File: src/rtl/rxClientPkg.sv
package rxClientPkg;
  typedef enum logic [1:0] {
    ST_IDLE = 2'd0,
    ST_REQ  = 2'd1,
    ST_META = 2'd2,
    ST_DATA = 2'd3
  } rxState_e;

  // strobes from control to datapath
  typedef struct packed {
    logic acceptData;
    logic acceptClose;
    logic acceptMeta;
    logic beatFire;
    logic lastFire;
  } ctrlStrobe_t;
endpackage

File: src/rtl/rxClientCtrl.sv
module rxClientCtrl
  import rxClientPkg::*;
(
  input  logic        clk,
  input  logic        rstN,
  input  logic        ntfValid,
  input  logic        ntfClosed,
  input  logic        ntfZero,
  input  logic        reqReady,
  input  logic        metaValid,
  input  logic        rxValid,
  input  logic        rxLast,
  input  logic        outReady,
  output logic        ntfReady,
  output logic        reqValid,
  output logic        metaReady,
  output logic        rxReady,
  output logic        outValid,
  output ctrlStrobe_t strobe
);
  rxState_e state, stateNext;

  always_comb begin
    ntfReady  = (state == ST_IDLE);
    reqValid  = (state == ST_REQ);
    metaReady = (state == ST_META);
    rxReady   = (state == ST_DATA) && outReady;
    outValid  = (state == ST_DATA) && rxValid;

    strobe.acceptData  = ntfValid && ntfReady && !ntfClosed && !ntfZero;
    strobe.acceptClose = ntfValid && ntfReady && ntfClosed;
    strobe.acceptMeta  = metaValid && metaReady;
    strobe.beatFire    = outValid && outReady;
    strobe.lastFire    = strobe.beatFire && rxLast;

    stateNext = state;
    unique case (state)
      ST_IDLE: if (strobe.acceptData) stateNext = ST_REQ;
      ST_REQ:  if (reqReady) stateNext = ST_META;
      ST_META: if (strobe.acceptMeta) stateNext = ST_DATA;
      ST_DATA: if (strobe.lastFire) stateNext = ST_IDLE;
      default: stateNext = ST_IDLE;
    endcase
  end

  always_ff @(posedge clk) begin
    if (!rstN) state <= ST_IDLE;
    else       state <= stateNext;
  end

  // at most one channel of the transaction is open at once
  assert_single_outstanding_R5: assert property (@(posedge clk) disable iff (!rstN)
    ntfReady |-> (!reqValid && !metaReady && !rxReady && !outValid));

  // a pending request is not withdrawn
  assert_req_held_R2: assert property (@(posedge clk) disable iff (!rstN)
    (reqValid && !reqReady) |=> reqValid);

  // metadata is taken only right after a request handshake or while waiting
  assert_meta_after_req_R6: assert property (@(posedge clk) disable iff (!rstN)
    $rose(metaReady) |-> $past(reqValid && reqReady));
endmodule

File: src/rtl/rxClientDatapath.sv
module rxClientDatapath
  import rxClientPkg::*;
#(
  parameter int DATA_W = 64,
  parameter int SID_W  = 16,
  parameter int LEN_W  = 16
) (
  input  logic                clk,
  input  logic                rstN,
  input  ctrlStrobe_t         strobe,
  input  logic [SID_W-1:0]    ntfSession,
  input  logic [LEN_W-1:0]    ntfLength,
  input  logic [SID_W-1:0]    metaSession,
  input  logic [DATA_W/8-1:0] rxKeep,
  output logic [SID_W-1:0]    reqSession,
  output logic [LEN_W-1:0]    reqLength,
  output logic [SID_W-1:0]    tagSession,
  output logic                closeValid,
  output logic [SID_W-1:0]    closeSession,
  output logic                errSticky
);
  localparam int KEEP_W = DATA_W / 8;
  localparam int POP_W  = $clog2(KEEP_W + 1);
  localparam int CNT_W  = LEN_W + 1;

  function automatic logic [POP_W-1:0] keepBytes(input logic [KEEP_W-1:0] k);
    logic [POP_W-1:0] n;
    n = '0;
    for (int i = 0; i < KEEP_W; i++) n = n + POP_W'(k[i]);
    return n;
  endfunction

  logic [CNT_W-1:0] byteCount;
  logic [CNT_W-1:0] byteSum;

  assign byteSum = byteCount + CNT_W'(keepBytes(rxKeep));

  always_ff @(posedge clk) begin
    if (!rstN) begin
      reqSession   <= '0;
      reqLength    <= '0;
      tagSession   <= '0;
      closeValid   <= 1'b0;
      closeSession <= '0;
      byteCount    <= '0;
      errSticky    <= 1'b0;
    end else begin
      closeValid <= strobe.acceptClose;
      if (strobe.acceptClose) closeSession <= ntfSession;
      if (strobe.acceptData) begin
        reqSession <= ntfSession;
        reqLength  <= ntfLength;
        byteCount  <= '0;
      end
      if (strobe.acceptMeta) tagSession <= metaSession;
      if (strobe.beatFire) byteCount <= byteSum;
      if (strobe.lastFire && (byteSum != CNT_W'(reqLength))) errSticky <= 1'b1;
    end
  end

  // the error flag never clears outside reset
  assert_err_sticky_R8: assert property (@(posedge clk) disable iff (!rstN)
    $past(errSticky) |-> errSticky);
endmodule

File: src/rtl/rxClient.sv
module rxClient
  import rxClientPkg::*;
#(
  parameter int DATA_W = 64
) (
  input  logic                clk,
  input  logic                rstN,
  input  logic                ntfValid,
  output logic                ntfReady,
  input  logic [15:0]         ntfSession,
  input  logic [15:0]         ntfLength,
  input  logic [31:0]         ntfPeerAddr,
  input  logic [15:0]         ntfPeerPort,
  input  logic                ntfClosed,
  output logic                reqValid,
  input  logic                reqReady,
  output logic [15:0]         reqSession,
  output logic [15:0]         reqLength,
  input  logic                metaValid,
  output logic                metaReady,
  input  logic [15:0]         metaSession,
  input  logic                rxValid,
  output logic                rxReady,
  input  logic [DATA_W-1:0]   rxData,
  input  logic [DATA_W/8-1:0] rxKeep,
  input  logic                rxLast,
  output logic                outValid,
  input  logic                outReady,
  output logic [DATA_W-1:0]   outData,
  output logic [DATA_W/8-1:0] outKeep,
  output logic                outLast,
  output logic [15:0]         outSession,
  output logic                closeValid,
  output logic [15:0]         closeSession,
  output logic                errSticky
);
  ctrlStrobe_t strobe;
  logic        peerUnused;

  // peer identity is informational only
  assign peerUnused = ^{ntfPeerAddr, ntfPeerPort};

  rxClientCtrl u_ctrl (
    .clk(clk), .rstN(rstN),
    .ntfValid(ntfValid), .ntfClosed(ntfClosed), .ntfZero(ntfLength == 16'd0),
    .reqReady(reqReady), .metaValid(metaValid), .rxValid(rxValid),
    .rxLast(rxLast), .outReady(outReady),
    .ntfReady(ntfReady), .reqValid(reqValid), .metaReady(metaReady),
    .rxReady(rxReady), .outValid(outValid), .strobe(strobe)
  );

  rxClientDatapath #(.DATA_W(DATA_W), .SID_W(16), .LEN_W(16)) u_dp (
    .clk(clk), .rstN(rstN), .strobe(strobe),
    .ntfSession(ntfSession), .ntfLength(ntfLength),
    .metaSession(metaSession), .rxKeep(rxKeep),
    .reqSession(reqSession), .reqLength(reqLength), .tagSession(outSession),
    .closeValid(closeValid), .closeSession(closeSession), .errSticky(errSticky)
  );

  assign outData = rxData;
  assign outKeep = rxKeep;
  assign outLast = rxLast;

  // no request ever asks for zero bytes
  assert_no_empty_req_R4: assert property (@(posedge clk) disable iff (!rstN)
    reqValid |-> (reqLength != 16'd0));

  // request contents stay put under backpressure
  assert_req_stable_R2: assert property (@(posedge clk) disable iff (!rstN)
    (reqValid && !reqReady) |=> ($stable(reqSession) && $stable(reqLength)));

  // each close event follows an accepted closed notification
  assert_close_origin_R3: assert property (@(posedge clk) disable iff (!rstN)
    $rose(closeValid) |-> $past(ntfValid && ntfReady && ntfClosed));
endmodule

File: config.mk
export PLATFORM = sky130hd
export DESIGN_NAME = rxClient
export DESIGN_NICKNAME = d
export VERILOG_FILES = /design/src/rtl/rxClientPkg.sv /design/src/rtl/rxClientCtrl.sv /design/src/rtl/rxClientDatapath.sv /design/src/rtl/rxClient.sv
export SDC_FILE = /design/constraint.sdc
export NUM_CORES = 1
export LEC_CHECK = 0
export BUFFER_PORTS_ARGS = -buffer_cell sky130_fd_sc_hd__buf_4
export CAP_MARGIN = 20
export CORE_AREA = 2 2 123 125
export DETAILED_ROUTE_END_ITERATION = 8
export DIE_AREA = 0 0 125 127
export PLACE_DENSITY = 0.71
export SLEW_MARGIN = 10
export SYNTH_ARGS = -nofsm -noshare
export SYNTH_HDL_FRONTEND = slang
export SYNTH_SLANG_ARGS = --single-unit
File: constraint.sdc
create_clock -name clk -period 6.9 [get_ports clk]
set_input_delay 1.725 -clock clk [delete_from_list [all_inputs] [get_ports clk]]
set_output_delay 1.725 -clock clk [all_outputs]
set_load 0.01 [all_outputs]
==> results.txt, run 1 <==
* Area growth from synthesis to layout: 20.4%
- Of the total synthesized cell area, the portion taken by full adders, half adders and majority gates is 0.0527.
- The number of antenna diodes in the final layout is 0.
* Drt first-iter violations: 113
- Global router's overall resource usage: 0.156
- Type of the worst min-delay path: flip-flop to flip-flop
- Number of instances in the synthesized netlist: 588
* Most frequent standard cell in the layout excluding fill and tap cells: sky130_fd_sc_hd__buf_4
- Met2 routed wirelength: 5860 um
- Measured along the y axis, the die boundary spans roughly 130 um.
- Post-Syn Area: 4750 um^2
- At the pin with the least slew margin, the transition time is 829 ps.
- Once placement completed, the tool counted placed cells totaling around 820.
- In the synthesized netlist the async set-or-reset flop fraction comes to 0.
- After detailed routing, the number of remaining DRC violations is 0.
- Startpoint-to-endpoint class of the critical path: input port to flip-flop
- After detailed routing, no signal wire sits above met4.
- Worst-skew pair later-pin latency: 330 ps
- Post-synth EDFFs: 0
- Setup repair after global routing missed its margin: no
- After detailed routing, the total wire length is 12,300 um.
- HPWL reported at the end of detailed placement: just over 9000 um
* Total power of the final layout: ~0.0014 W
- Post-synth net total: 782
* Run status: finished, final reports clean
* Combinational family with the most area after synthesis: compound AO/OA/AOI/OAI gates
* Die Width: 125 um
* Compound-cell area share of the yosys netlist: 0.188
* Worst supply voltage drop on vdd: approximately 110 uV
- Detailed routing inserted a total of roughly 4.0k vias.
* Max-cap violation count: 0
* CTS Sinks: 85
- Final total negative setup slack: 0 ps
- Wire length of the first global-routing pass: 20,200 um
- Of the total synthesized cell area, the portion taken by AND, OR, NAND and NOR gates is 0.181.
- A synthesized cell averages 8.08 um^2.
* Count of placed standard cells in the final layout, fillers left out: 832
* Tightest slew margin relative to the limit: 0.433
* Post-synthesis register bit count: 85
* CTS Root Buffer Type: sky130_fd_sc_hd__clkbuf_16
* PortBufs: 144
- Number of antenna violations at the first check in global routing: 0
- Capturing element type of the critical path: flip-flop
* Final GP Congestion: 0.877
- Largest net degree at the start of global routing: 46
- In this run, post-CTS hold repair placed 0 buffers.
* Highest-count cells in the layout ignoring fill and taps: sky130_fd_sc_hd__buf_4, sky130_fd_sc_hd__nand2_1, sky130_fd_sc_hd__dfxtp_1
* Multiplexer area fraction after synthesis: 0.0108
- The largest total area in the synthesized netlist belongs to sky130_fd_sc_hd__dfxtp_1.
* Router iterations before antenna repair: 4
* Final setup skew: 4.67 ps
- Final-stage net count: 837
- Counting I/O delays and the setup requirement, the final critical path takes 6090 ps.
- In the routed layout, each cell is associated on average with a via count of roughly 4.8.
* # rows: 44
* Clock tree from TritonCTS: yes
- Max clock buf depth: 2
- 321 I/O pins were placed.
- Largest cells by area after synthesis: sky130_fd_sc_hd__dfxtp_1, sky130_fd_sc_hd__buf_4, sky130_fd_sc_hd__nand2_1
- The total overflow left after global routing is 0.
- Post-synthesis cell type count: 57
- The max-slew violation count is 0.
- WL/cell: 14.8 um
- Of the total synthesized cell area, the portion taken by XOR and XNOR cells is 0.0471.
- Post-CTS setup buffer count: 0
* Placeable core area: roughly 14,000 um^2
- Routed length on met3: 987 um
* Post-synth top area share: 0.358
- During synthesis, Yosys emitted a total of 0 warnings.
- For this run, the leading register cell type out of synthesis is sky130_fd_sc_hd__dfxtp_1.
* Area enclosed by the die boundary: between 15,000 and 20,000 um^2
- Post-route ant nets: 0
* Fin crit share: 0.883
- CTS built an H-tree with a depth of 3.
- Leakage dissipation: between 2 and 2.5 nW
- The initial utilization of the core area, before any placement, comes to 0.329.
* Critical path startpoint category: input port
* Max frequency: 0.164 GHz
- Clock slew at the register clock pins of the worst setup and hold paths: 60 ps
* Share of layout cells above drive strength 1: 0.262
- Vias in the first global route: 3,962
* Number of clock buffers inserted by TritonCTS: 9
- Instance area after placement: ~5400 um^2
- Max FO, Critical Path: 8
- Setup violations remaining at the end of the flow were counted as 0.
- Total of cells resized after clock tree synthesis: 0
- The finished cells cover 5720 um^2.
- In this run the power density over the cells is between 200 and 300 nW/um^2.
- Endpoint arrival time on the critical path: 6300 ps
* Final Hold Viols: 0
* Sequential share of the synthesized area: 0.358
- STA puts the critical path data required time at 7100 ps.
- After detailed routing, the wire length on met1 is 5260 um.
==> synthesized netlist by cell type, drive strengths merged, types with 5 or more instances <==
library cell and n:
nand2 138, dfxtp 85, buf 78, a21oi 45, a21boi 34, clkbuf 25, inv 25, o21ai 17
xnor2 15, ha 12, nor2 12, and2 11, nand3 10, xor2 8, fa 5, nor4 5
==> critical path: stages <==
cell and delay, ps:
sky130_fd_sc_hd__buf_4 110, sky130_fd_sc_hd__ha_1 270, sky130_fd_sc_hd__inv_1 70, sky130_fd_sc_hd__fa_1 420, sky130_fd_sc_hd__fa_1 460, sky130_fd_sc_hd__fa_1 410
sky130_fd_sc_hd__fa_1 490, sky130_fd_sc_hd__fa_1 460, sky130_fd_sc_hd__nand2b_1 260, sky130_fd_sc_hd__a2111o_1 570, sky130_fd_sc_hd__xnor2_1 170, sky130_fd_sc_hd__a2111o_1 420
sky130_fd_sc_hd__a2111oi_2 330, sky130_fd_sc_hd__a31oi_1 120
==> cells by family (layout without fill, tap and decap cells) <==
logic type,Yosys count,in the layout
xor gates and xnor gates,24,24
DFF,85,85
and+or+nand+nor,198,198
adders and majority gates,17,17
buffers and inverters,128,188
muxes,5,5
AOI/OAI and AO/OA,131,131
==> per-stage QoR <==
step,hold WS (ps),setup slack (ps),util
6_report,452,809,0.396
5_1_grt,474,613,0.396
4_1_cts,457,803,0.396
3_5_place_dp,448,456,0.375
3_3_place_gp,442,483,0.375
2_1_floorplan,444,822,-
==> sequential cells by signal, summed over array words and instances, names as in the netlist <==
signal	count
u_dp.byteCount	17
u_dp.errSticky	1
u_dp.tagSession	16
u_dp.closeValid	1
u_dp.closeSession	16
u_ctrl.state	2
u_dp.reqSession	16
u_dp.reqLength	16
==> path summary, 6_finish.rpt <==
| kind | start | endpoint | slack (ps) | cells after the start |
|---|---|---|---|---|
| setup / recovery | rxKeep[0] | u_dp.errSticky | 810 | 14 |
| hold / removal | u_dp.reqSession[6] | u_dp.reqSession[6] | 450 | 2 |
| setup reg to reg | u_dp.byteCount[0] | u_dp.errSticky | 3920 | 9 |
| hold reg to reg | u_dp.reqSession[6] | u_dp.reqSession[6] | 450 | 2 |
==> layer usage <==
metal,track usage,vias up
met5,0,-
met4,0.0425,0
met3,0.0561,13
met2,0.258,126
met1,0.194,1831
li1,-,2002
==> layout make-up <==
type	count	area [um^2]
Fill cell	1478	8710
Multi-Input combinational cell	375	2280
Sequential cell	85	1700
Clock buffer	11	253
Timing Repair Buffer	147	1100
Tap cell	184	230
Inverter	25	93.8
Clock inverter	5	58.8
==> report_power, final <==
group,total (W),internal [W],switching (W)
clock,0.000503,0.000300,0.000202
combinational,0.000380,0.000173,0.000206
sequential,0.000564,0.000533,0.0000308
No activity file was read; power rests on OpenSTA's default activity.
==> run 2, diff against run 1 <==
--- a/config.mk
+++ b/config.mk
@@ -7,10 +7,10 @@
 export LEC_CHECK = 0
 export BUFFER_PORTS_ARGS = -buffer_cell sky130_fd_sc_hd__buf_4
 export CAP_MARGIN = 20
-export CORE_AREA = 2 2 123 125
+export CORE_MARGIN = 2
+export CORE_UTILIZATION = 30
 export DETAILED_ROUTE_END_ITERATION = 8
-export DIE_AREA = 0 0 125 127
-export PLACE_DENSITY = 0.71
+export PLACE_DENSITY = 0.67
 export SLEW_MARGIN = 10
 export SYNTH_ARGS = -nofsm -noshare
 export SYNTH_HDL_FRONTEND = slang
==> run 2 against run 1 <==
  * Die area increased by 6.2%
  * Clock skew up 1.3 ps
  * Flip-flop and latch count is the same
  * First-iteration DRC count increased by 32%
  * Highest routed layer unchanged
  * Largest cell class unchanged
==> results.txt, run 2 (same netlist as run 1, synthesis figures left out) <==
* HPWL reported at the end of detailed placement: 9260 um
- In the routed design, unresolved DRC markers number 0.
- Post-route ant nets: 0
- Final hold analysis gives a worst-case slack of 454 ps.
* Biggest register: u_dp.byteCount
- Capturing element type of the critical path: flip-flop
- I/O pin cnt: 321
* Max FO, Critical Path: 8
- The worst hold path belongs to the class flip-flop to flip-flop.
- Final Hold Viols: 0
* PortBufs: around 140
- Final total negative setup slack: 0 ps
- Worst supply voltage drop on vdd: ~120 uV
* Run status: finished, final reports clean
- Vias in the first global route: 3,786
- The first global-routing pass estimated 19,900 um of wire.
- Counting the buffers created by CTS gives 9.
* Number of vias in the routed layout: 3,959
- In the final layout, the share of cells above drive strength 1 is 0.259.
- Total of cells resized after clock tree synthesis: 0
* Final GP Congestion: around 0.85
* Clock tree from TritonCTS: yes
* Post-CTS setup buffer count: 0
* Leakage dissipation: 2.36 nW
- Fill cells in the final layout number 1,701.
- Congestion Overflow GR: 0
- The worst hold path passes through 2 cells.
- The initial antenna violation count is 0.
- Final-stage net count: 837
* Max-cap violation count: 0
- CTS Sinks: 85
- Startpoint-to-endpoint class of the critical path: input port to flip-flop
- Most frequent standard cell in the layout excluding fill and tap cells: sky130_fd_sc_hd__buf_4
* Area growth from synthesis to layout: 21.5%
* Placeable core area: around 16,000 um^2
* Die Width: 130 um
* PwrDens: 256 nW/um^2
* Count of endpoints failing setup in the final report: 0
* Highest-count cells in the layout ignoring fill and taps: sky130_fd_sc_hd__buf_4, sky130_fd_sc_hd__nand2_1, sky130_fd_sc_hd__dfxtp_1
- For the worst setup path, the data required time is 7110 ps.
- Number of buffers added to fix hold violations after cts: 0
* Number of H-tree levels: 3
- The clock reaches the later pin of the worst-skew pair after roughly 330 ps.
- Final setup skew: just under 6 ps
- For this block, the initial DRC count from the detailed router was 149.
- Max frequency: 0.164 GHz
- # rows: 46
* Area enclosed by the die boundary: 16,900 um^2
* Reg2reg path depth: 9
* Final design area excluding fillers: 5770 um^2
* Largest net degree at the start of global routing: 46
* Number of inserted diodes: 0
- Die height: 130 um
* DR vias/cell: 4.58
- Router iterations before antenna repair: 5
* Fin crit share: 0.884
* Number of slew-limit violations in the final report: 0
* Instance area after placement: 5450 um^2
- Max FFs per register: 17
* CTS Root Buffer Type: sky130_fd_sc_hd__clkbuf_16
* Tmin final: 6100 ps
- Starting density of the core: 0.303
* Tightest slew margin relative to the limit: 0.501
- Critical path startpoint category: input port
* WL/cell: 14.6 um
- Total power of the final layout: 0.00148 W
- Clock-pin slew was measured on the worst setup and hold paths at 60 ps.
- Setup repair after global routing left no endpoint under its margin.
* WL final: 12,600 um
* Actual slew at the worst max-slew pin: roughly 730 ps
* Global router's overall resource usage: 0.150
- Endpoint arrival time on the critical path: 6300 ps
- Max clock buf depth: 2
## run 2: final timing paths
path                                         start            endpoint  slack, ps
worst max-delay path                     rxKeep[0]      u_dp.errSticky        800
worst max register to register   u_dp.byteCount[0]      u_dp.errSticky       3920
worst min-delay path            u_dp.reqSession[6]  u_dp.reqSession[6]        450
worst min register to register  u_dp.reqSession[6]  u_dp.reqSession[6]        450
## run 2: power breakdown
group          switching [W]  internal (W)
logic               0.000210      0.000173
registers          0.0000307      0.000533
clock network       0.000196      0.000338
## run 2: cell type report
type	count	area, um^2	area share
timing repair buffer	147	1100	0.191
tap	216	270	0.0468
clock buffer	13	260	0.0451
inverter	25	93.8	0.0163
clock inverter	3	67.6	0.0117
sequential	85	1700	0.295
multi-input combinational	375	2280	0.394
## run 2: per-layer routing
layer  wire, um  GRT usage  share of wire
met1       5170      0.180           0.41
met2       6140      0.246           0.49
met3       1090     0.0599          0.086
met4        206     0.0506          0.016
met5          0          0              0
## run 2: stage by stage
step | util | worst slack [ps] | std cells
final | 0.369 | 804 | 864
after global routing | 0.369 | 559 | 864
after CTS | 0.369 | 803 | 864
after detailed placement | 0.348 | 459 | 848
after global placement | 0.348 | 479 | 848
after floorplan | - | 822 | 588
## run 2: critical path, cell delays in order
cell                        delay [ps]
sky130_fd_sc_hd__buf_4             110
sky130_fd_sc_hd__ha_1              260
sky130_fd_sc_hd__inv_1              40
sky130_fd_sc_hd__fa_1              490
sky130_fd_sc_hd__fa_1              430
sky130_fd_sc_hd__fa_1              420
sky130_fd_sc_hd__fa_1              490
sky130_fd_sc_hd__fa_1              460
sky130_fd_sc_hd__nand2b_1          250
sky130_fd_sc_hd__a2111o_1          580
sky130_fd_sc_hd__xnor2_1           170
sky130_fd_sc_hd__a2111o_1          420
sky130_fd_sc_hd__a2111oi_2         330
sky130_fd_sc_hd__a31oi_1           110
